## src/rtl/decim_pkg.sv

```systemverilog
package decim_pkg;
  localparam int OUT_W     = 20;
  localparam int CIC_R     = 16;
  localparam int CIC_N     = 3;
  localparam int HB_STAGES = 3;
  localparam int FRAC_W    = 4;
  localparam int HB_TAPS   = 7;
  localparam int HB_SHIFT  = 5;
  // half-band kernel, sum 32: odd taps around centre are zero
  localparam int HB_COEF [HB_TAPS] = '{-1, 0, 9, 16, 9, 0, -1};
endpackage

```

## src/rtl/cic_decim.sv

```systemverilog
module cic_decim #(
  parameter int R = 16,
  parameter int N = 3,
  parameter int W = 14
) (
  input  logic                clk_i,
  input  logic                rst_ni,
  input  logic                en_i,
  input  logic                bit_i,
  output logic signed [W-1:0] dat_o,
  output logic                vld_o
);
  localparam int CW = $clog2(R);

  logic [CW-1:0]       phase_q;
  logic signed [W-1:0] x;
  logic signed [W-1:0] integ_q [N];
  logic signed [W-1:0] dly_q   [N];
  logic signed [W-1:0] diff    [N+1];

  assign x = bit_i ? {{(W-1){1'b0}}, 1'b1} : {W{1'b1}};

  // integrators, wrap-around arithmetic
  always_ff @(posedge clk_i or negedge rst_ni) begin
    if (!rst_ni) begin
      for (int k = 0; k < N; k++) integ_q[k] <= '0;
    end else if (en_i) begin
      integ_q[0] <= integ_q[0] + x;
      for (int k = 1; k < N; k++) integ_q[k] <= integ_q[k] + integ_q[k-1];
    end
  end

  assign diff[0] = integ_q[N-1];
  for (genvar g = 0; g < N; g++) begin : g_comb
    assign diff[g+1] = diff[g] - dly_q[g];
  end

  always_ff @(posedge clk_i or negedge rst_ni) begin
    if (!rst_ni) begin
      phase_q <= '0;
      dat_o   <= '0;
      vld_o   <= 1'b0;
      for (int k = 0; k < N; k++) dly_q[k] <= '0;
    end else begin
      vld_o <= 1'b0;
      if (en_i) begin
        phase_q <= phase_q + 1'b1;
        if (phase_q == CW'(R-1)) begin
          for (int k = 0; k < N; k++) dly_q[k] <= diff[k];
          dat_o <= diff[N];
          vld_o <= 1'b1;
        end
      end
    end
  end
endmodule

```

## src/rtl/hb_decim.sv

```systemverilog
module hb_decim
  import decim_pkg::*;
#(
  parameter int W = 26
) (
  input  logic                clk_i,
  input  logic                rst_ni,
  input  logic signed [W-1:0] dat_i,
  input  logic                vld_i,
  output logic signed [W-1:0] dat_o,
  output logic                vld_o
);
  localparam int AW = W + 6;
  localparam logic signed [AW-1:0] HALF = AW'(1 <<< (HB_SHIFT-1));

  logic signed [W-1:0]  tap_q [HB_TAPS-1];
  logic signed [W-1:0]  win   [HB_TAPS];
  logic signed [AW-1:0] acc;
  logic signed [AW-1:0] rnd;
  logic                 odd_q;

  assign win[0] = dat_i;
  for (genvar g = 1; g < HB_TAPS; g++) begin : g_win
    assign win[g] = tap_q[g-1];
  end

  always_comb begin
    acc = '0;
    for (int k = 0; k < HB_TAPS; k++) acc = acc + AW'(win[k]) * AW'(HB_COEF[k]);
    rnd = (acc + HALF) >>> HB_SHIFT;
  end

  // computes only on every second input
  always_ff @(posedge clk_i or negedge rst_ni) begin
    if (!rst_ni) begin
      for (int k = 0; k < HB_TAPS-1; k++) tap_q[k] <= '0;
      odd_q <= 1'b0;
      dat_o <= '0;
      vld_o <= 1'b0;
    end else begin
      vld_o <= 1'b0;
      if (vld_i) begin
        tap_q[0] <= dat_i;
        for (int k = 1; k < HB_TAPS-1; k++) tap_q[k] <= tap_q[k-1];
        odd_q <= ~odd_q;
        if (odd_q) begin
          dat_o <= rnd[W-1:0];
          vld_o <= 1'b1;
        end
      end
    end
  end
endmodule

```

## src/rtl/out_quant.sv

```systemverilog
module out_quant #(
  parameter int IN_W   = 26,
  parameter int OUT_W  = 20,
  parameter int FRAC_W = 4
) (
  input  logic                    clk_i,
  input  logic                    rst_ni,
  input  logic signed [IN_W-1:0]  dat_i,
  input  logic                    vld_i,
  output logic signed [OUT_W-1:0] dat_o,
  output logic                    vld_o
);
  localparam int SW = IN_W + 1;
  localparam logic signed [SW-1:0] MAX_V = SW'((64'sd1 <<< (OUT_W-1)) - 64'sd1);
  localparam logic signed [SW-1:0] MIN_V = SW'(-(64'sd1 <<< (OUT_W-1)));
  localparam logic signed [SW-1:0] HALF  = SW'(1 <<< (FRAC_W-1));

  logic signed [SW-1:0]    sh;
  logic signed [OUT_W-1:0] q;

  assign sh = (SW'(dat_i) + HALF) >>> FRAC_W;

  always_comb begin
    if (sh > MAX_V)      q = MAX_V[OUT_W-1:0];
    else if (sh < MIN_V) q = MIN_V[OUT_W-1:0];
    else                 q = sh[OUT_W-1:0];
  end

  always_ff @(posedge clk_i or negedge rst_ni) begin
    if (!rst_ni) begin
      dat_o <= '0;
      vld_o <= 1'b0;
    end else begin
      vld_o <= vld_i;
      if (vld_i) dat_o <= q;
    end
  end
endmodule

```

## src/rtl/decim_chain.sv

```systemverilog
module decim_chain
  import decim_pkg::*;
#(
  parameter int P_OUT_W     = OUT_W,
  parameter int P_CIC_R     = CIC_R,
  parameter int P_CIC_N     = CIC_N,
  parameter int P_HB_STAGES = HB_STAGES,
  parameter int P_FRAC_W    = FRAC_W
) (
  input  logic               clk_i,
  input  logic               rst_ni,
  input  logic               en_i,
  input  logic               bit_i,
  output logic [P_OUT_W-1:0] sample_o,
  output logic               valid_o
);
  localparam int CIC_GROW = P_CIC_N * $clog2(P_CIC_R);
  localparam int CIC_W    = CIC_GROW + 2;
  localparam int DP_W     = P_OUT_W + P_FRAC_W + 2;
  localparam int SCALE    = P_OUT_W - 1 + P_FRAC_W - CIC_GROW;

  logic signed [CIC_W-1:0]   cic_dat;
  logic                      cic_vld;
  logic signed [DP_W-1:0]    st_dat [P_HB_STAGES+1];
  logic                      st_vld [P_HB_STAGES+1];
  logic signed [P_OUT_W-1:0] q_dat;

  cic_decim #(.R(P_CIC_R), .N(P_CIC_N), .W(CIC_W)) i_cic (
    .clk_i (clk_i),
    .rst_ni(rst_ni),
    .en_i  (en_i),
    .bit_i (bit_i),
    .dat_o (cic_dat),
    .vld_o (cic_vld)
  );

  // full-scale comb output maps to 2^(OUT_W-1) in output LSBs
  assign st_dat[0] = DP_W'(cic_dat) <<< SCALE;
  assign st_vld[0] = cic_vld;

  for (genvar s = 0; s < P_HB_STAGES; s++) begin : g_hb
    hb_decim #(.W(DP_W)) i_hb (
      .clk_i (clk_i),
      .rst_ni(rst_ni),
      .dat_i (st_dat[s]),
      .vld_i (st_vld[s]),
      .dat_o (st_dat[s+1]),
      .vld_o (st_vld[s+1])
    );
  end

  out_quant #(.IN_W(DP_W), .OUT_W(P_OUT_W), .FRAC_W(P_FRAC_W)) i_quant (
    .clk_i (clk_i),
    .rst_ni(rst_ni),
    .dat_i (st_dat[P_HB_STAGES]),
    .vld_i (st_vld[P_HB_STAGES]),
    .dat_o (q_dat),
    .vld_o (valid_o)
  );

  assign sample_o = q_dat;
endmodule

```

## config.mk

```make
export PLATFORM = sky130hd
export DESIGN_NAME = decim_chain
export DESIGN_NICKNAME = d
export VERILOG_FILES = /design/src/rtl/decim_pkg.sv /design/src/rtl/cic_decim.sv /design/src/rtl/hb_decim.sv /design/src/rtl/out_quant.sv /design/src/rtl/decim_chain.sv
export SDC_FILE = /design/constraint.sdc
export NUM_CORES = 2
export LEC_CHECK = 0
export BUFFER_PORTS_ARGS = -buffer_cell sky130_fd_sc_hd__buf_2
export CAP_MARGIN = 20
export CELL_PAD_IN_SITES_DETAIL_PLACEMENT = 1
export CELL_PAD_IN_SITES_GLOBAL_PLACEMENT = 2
export CORE_MARGIN = 3
export CORE_UTILIZATION = 44
export CTS_BUF_LIST = sky130_fd_sc_hd__clkbuf_16
export CTS_CLUSTER_DIAMETER = 80
export DETAILED_ROUTE_END_ITERATION = 10
export PLACE_DENSITY = 0.92
export SLEW_MARGIN = 30
export SYNTH_ARGS = -nofsm -noshare
export SYNTH_HDL_FRONTEND = slang
export SYNTH_SLANG_ARGS = --single-unit
```

## constraint.sdc

```tcl
create_clock -name clk_i -period 7.2 [get_ports clk_i]
set_clock_uncertainty 0.1 [all_clocks]
set_input_delay 0.72 -clock clk_i [delete_from_list [all_inputs] [get_ports clk_i]]
set_output_delay 0.72 -clock clk_i [all_outputs]
set_load 0.01 [all_outputs]
```

==> metrics.md <==
| Metric | Value |
|---|---|
| Post-CTS Setup Inserts | 0 |
| Syn Inst Count | between 3000 and 4000 |
| Distinct cells, synth | 76 |
| Setup crit start | g_hb[0].i_hb.tap_q[64] |
| Site Rows | roughly 110 |
| Share of layout cells above drive strength 1 | roughly an eighth |
| Core region area | around 88000 sq um |
| Worst setup path category | flop to flop |
| Detailed placer's ending HPWL | 62.8 mm |
| Worst-path fanout max | 3 |
| CP required | 7.56 ns |
| Crit-path cells | ha_1 -> ha_1 -> fa_1 -> a21o_1 -> a21oi_1 -> o21bai_1 -> a21oi_1 -> o21ai_0 -> nand4_1 -> a41oi_1 -> nor2_1 -> xor2_1 -> fa_1 -> fa_1 -> fa_1 -> inv_1 -> ha_1 -> or2_2 -> a21o_1 -> a31oi_1 -> xnor2_1 -> o21ai_1 |
| Chip height | 304 um |
| Most used cell, CP | fa_1 |
| Final net count | ~4400 |
| Worst reg2reg endpoint | g_hb[0].i_hb.dat_o[25] |
| Clock root cell | clkbuf_16 |
| Share of the synthesized area in the top cell type | a little over a third |
| Global-route wire length before repair | ~140 mm |
| Clock Tree Buf Depth | 3 |
| Compound-Gate Fraction of Synth Area | 9.06% |
| GRT Total Usage | 18.6% |
| HP Class | primary input to asynchronous set/reset pin |
| Gpl congestion | between 0.7 and 0.8 |
| Synth top cells by count | 666 x inv_1, 552 x dfrtp_1, 450 x ha_1 |
| Yosys top cell by area | dfrtp_1 |
| Tcrit/Tclk final | 84.5% |
| Slew Limit Fails | 0 |
| Top-count cell post-synth | inv_1 |
| Die Wd | between 300 and 400 um |
| CTS tree | done |
| Antenna cells | 0 |
| Yosys warns | 0 |
| Outcome | complete, no violations |
| CTS Hold Buffers Added | 0 |
| Post-DRT Antenna Nets | 0 |
| Reg2reg path depth | 22 |
| Ys flop type | dfrtp_1 |
| Max frequency | between 0.15 and 0.2 GHz |
| Area growth, synth to finish | 9.32% |
| Period minus WS final | about 6.1 ns |
| Drt initial violations | approximately 1100 |
| TritonCTS Sinks | 552 |
| Total number of vias | 25300 |
| Later-pin clock latency in the skew report | just over 0.6 ns |
| Adder-cell share of the synthesized area | 29.0% |
| Crit path capture type | flop |
| Post-synth ARST share | 100% |
| IO Port Bufs | 24 |
| Drt total wl | between 80 and 90 mm |
| Simple-gate area share of the yosys netlist | under 10% |
| Fill cell count | around 9600 |
| Footprint of the multi-input gates | approximately 22000 sq um |
| Worst path slowest cell | fa_1 |
| Vias in the first global route | approximately 28000 |
| Average footprint of a synthesized cell | 10.7 sq um |
| Origin of the critical flop-to-flop path | g_hb[0].i_hb.tap_q[64] |
| Combinational family with the most area after synthesis | adder cells |
| H-tree levels | 3 |
| Startpoint types | flop |
| CP peak stage delay | 0.52 ns |
| Rel. slew slack | between 30% and 40% |
| Register area | roughly 14000 sq um |
| Post-DR wirelength/cell | around 17 um |
| Post-synth EDFFs | 0 |
| Multiplexer share of the synthesized area | under 10% |
| Syn Std Cell Area | just under 40000 sq um |
| Worst Tran Pin Value | roughly 0.9 ns |
| Final Hold Fails | 0 |
| Top post-synthesis cells by area | dfrtp_1 35%, fa_1 15%, ha_1 14% |
| Post-CTS Resized | 0 |
| RSZ-0062 raised after global routing | no |
| # IOs | 25 |
| Largest net degree at the start of global routing | around 170 |
| DRC violations left | 0 |
| CTS buffer count | 69 |
| Gr ovfl total | 0 |
| Via-to-Cell Ratio | approximately 5.2 |
| Arr. time, crit path | about 6.5 ns |
| Setup TNS | 0 ns |
| Flop-to-flop setup slack | between 1 and 1.5 ns |
| Synth Net Count | ~4400 |
| CTS clock-pin slew for the worst setup and hold paths | 0.05 ns |
| TritonRoute pass-1 iters | 4 |
| Worst setup path end | g_hb[0].i_hb.dat_o[25] |
| Post-Synth XOR/XNOR Area | under 10% |
| Sequential share of the synthesized area | a little over a third |
| Die ar. | approximately 90000 sq um |
| Setup-failing EPs final | 0 |
| Number of synthesized register bits | about 550 |
| Starting Density | around 45% |
| Max-cap viol count | 0 |
| Initial antenna violation count | 0 |
## critical path, delay by kind of cell (launching register included)
family	cells	cell delay (ns)
fa+ha+maj	7	2.76
compound gates	9	1.66
simple gates	3	0.61
flops	1	0.40
xor+xnor	2	0.36
buf+inv	1	0.05
## kinds of logic (layout without fill, tap and decap cells)
| family | Yosys count | after routing |
|---|---|---|
| AO/OA/AOI/OAI | 569 | 569 |
| XOR/XNOR | 201 | 201 |
| adder cells (fa/ha/maj) | 736 | 736 |
| buffers and inverters | 759 | 822 |
| flip-flops | 552 | 552 |
| multiplexers | 301 | 301 |
| AND/OR/NAND/NOR | 545 | 545 |
## sequential cells by signal, indices dropped and copies added (netlist names), 3 cells and up
signal	count
g_hb.i_hb.tap_q	354
g_hb.i_hb.dat_o	68
i_cic.dly_q	42
i_cic.integ_q	28
i_quant.dat_o	20
i_cic.dat_o	14
i_cic.diff	14
i_cic.phase_q	4
g_hb.i_hb.odd_q	3
g_hb.i_hb.vld_o	3
## cell usage in the layout (no fill, tap or decap), types with 8 or more instances in the layout
| master | instances |
|---|---|
| buf_4 | 8 |
| buf_2 | 23 |
| nor2_1 | 96 |
| nand3_1 | 36 |
| dfrtp_1 | 549 |
| clkinv_1 | 10 |
| o21a_1 | 27 |
| o21ai_0 | 248 |
| and3_1 | 13 |
| a21o_1 | 55 |
| nor2b_1 | 21 |
| o21bai_1 | 15 |
| a21oi_1 | 92 |
| o31ai_1 | 15 |
| xor2_1 | 92 |
| xnor2_1 | 109 |
| o211ai_1 | 23 |
| inv_1 | 675 |
| nand2_1 | 281 |
| nand4_1 | 12 |
| mux2_2 | 300 |
| clkbuf_16 | 71 |
| nand2b_1 | 9 |
| a31oi_1 | 12 |
| fa_1 | 286 |
| or2_2 | 12 |
| clkinv_2 | 9 |
| or3_1 | 10 |
| ha_1 | 450 |
| nor3_1 | 25 |
## area by class of cell
type | instances | share of cell area [%]
clock inverters | 44 | 1.01
multi-input cells | 2352 | 52.5
flip-flops and latches | 552 | 32.3
inverters | 668 | 5.86
repair buffers | 39 | 0.786
clock buffers | 71 | 4.15
well taps | 1155 | 3.37
## per-stage QoR
| stage | setup slack, ns | utilization (%) | area (sq um) | instances | hold WS, ns |
|---|---|---|---|---|---|
| after floorplan | 1.68 | - | 39200 | 3663 | 0.306 |
| after global placement | 1.21 | 46.3 | 40600 | 4764 | 0.353 |
| after detailed placement | 1.14 | 46.3 | 40600 | 4764 | 0.362 |
| after CTS | 1.09 | 48.8 | 42800 | 4879 | 0.0429 |
| after global routing | 0.742 | 48.9 | 42800 | 4881 | 0.0608 |
| final | 1.12 | 48.9 | 42800 | 4881 | 0.00950 |
## routing by layer
metal | GRT usage (%) | vias to the layer above | routed length (um)
li1 | - | 12100 | -
met1 | 24.4 | 12900 | 38400
met2 | 32.6 | 202 | 42100
met3 | 2.55 | 114 | 1940
met4 | 4.03 | 0 | 1560
met5 | 0 | - | 0
## worst min path at each step
stage | startpoint | endpoint | slack, ns
after CTS | rst_ni | g_hb[2].i_hb.tap_q[51] | 0.04
final | rst_ni | i_quant.dat_o[19] | 0.009
after floorplan | g_hb[2].i_hb.vld_o | i_quant.vld_o | 0.31
after global placement | g_hb[1].i_hb.tap_q[103] | g_hb[1].i_hb.tap_q[77] | 0.35
after detailed placement | g_hb[2].i_hb.odd_q | g_hb[2].i_hb.odd_q | 0.36
after global routing | rst_ni | i_quant.dat_o[19] | 0.06
Power is not shown: default switching activity piles up to over one toggle a cycle in this logic, so the estimate is an artifact.
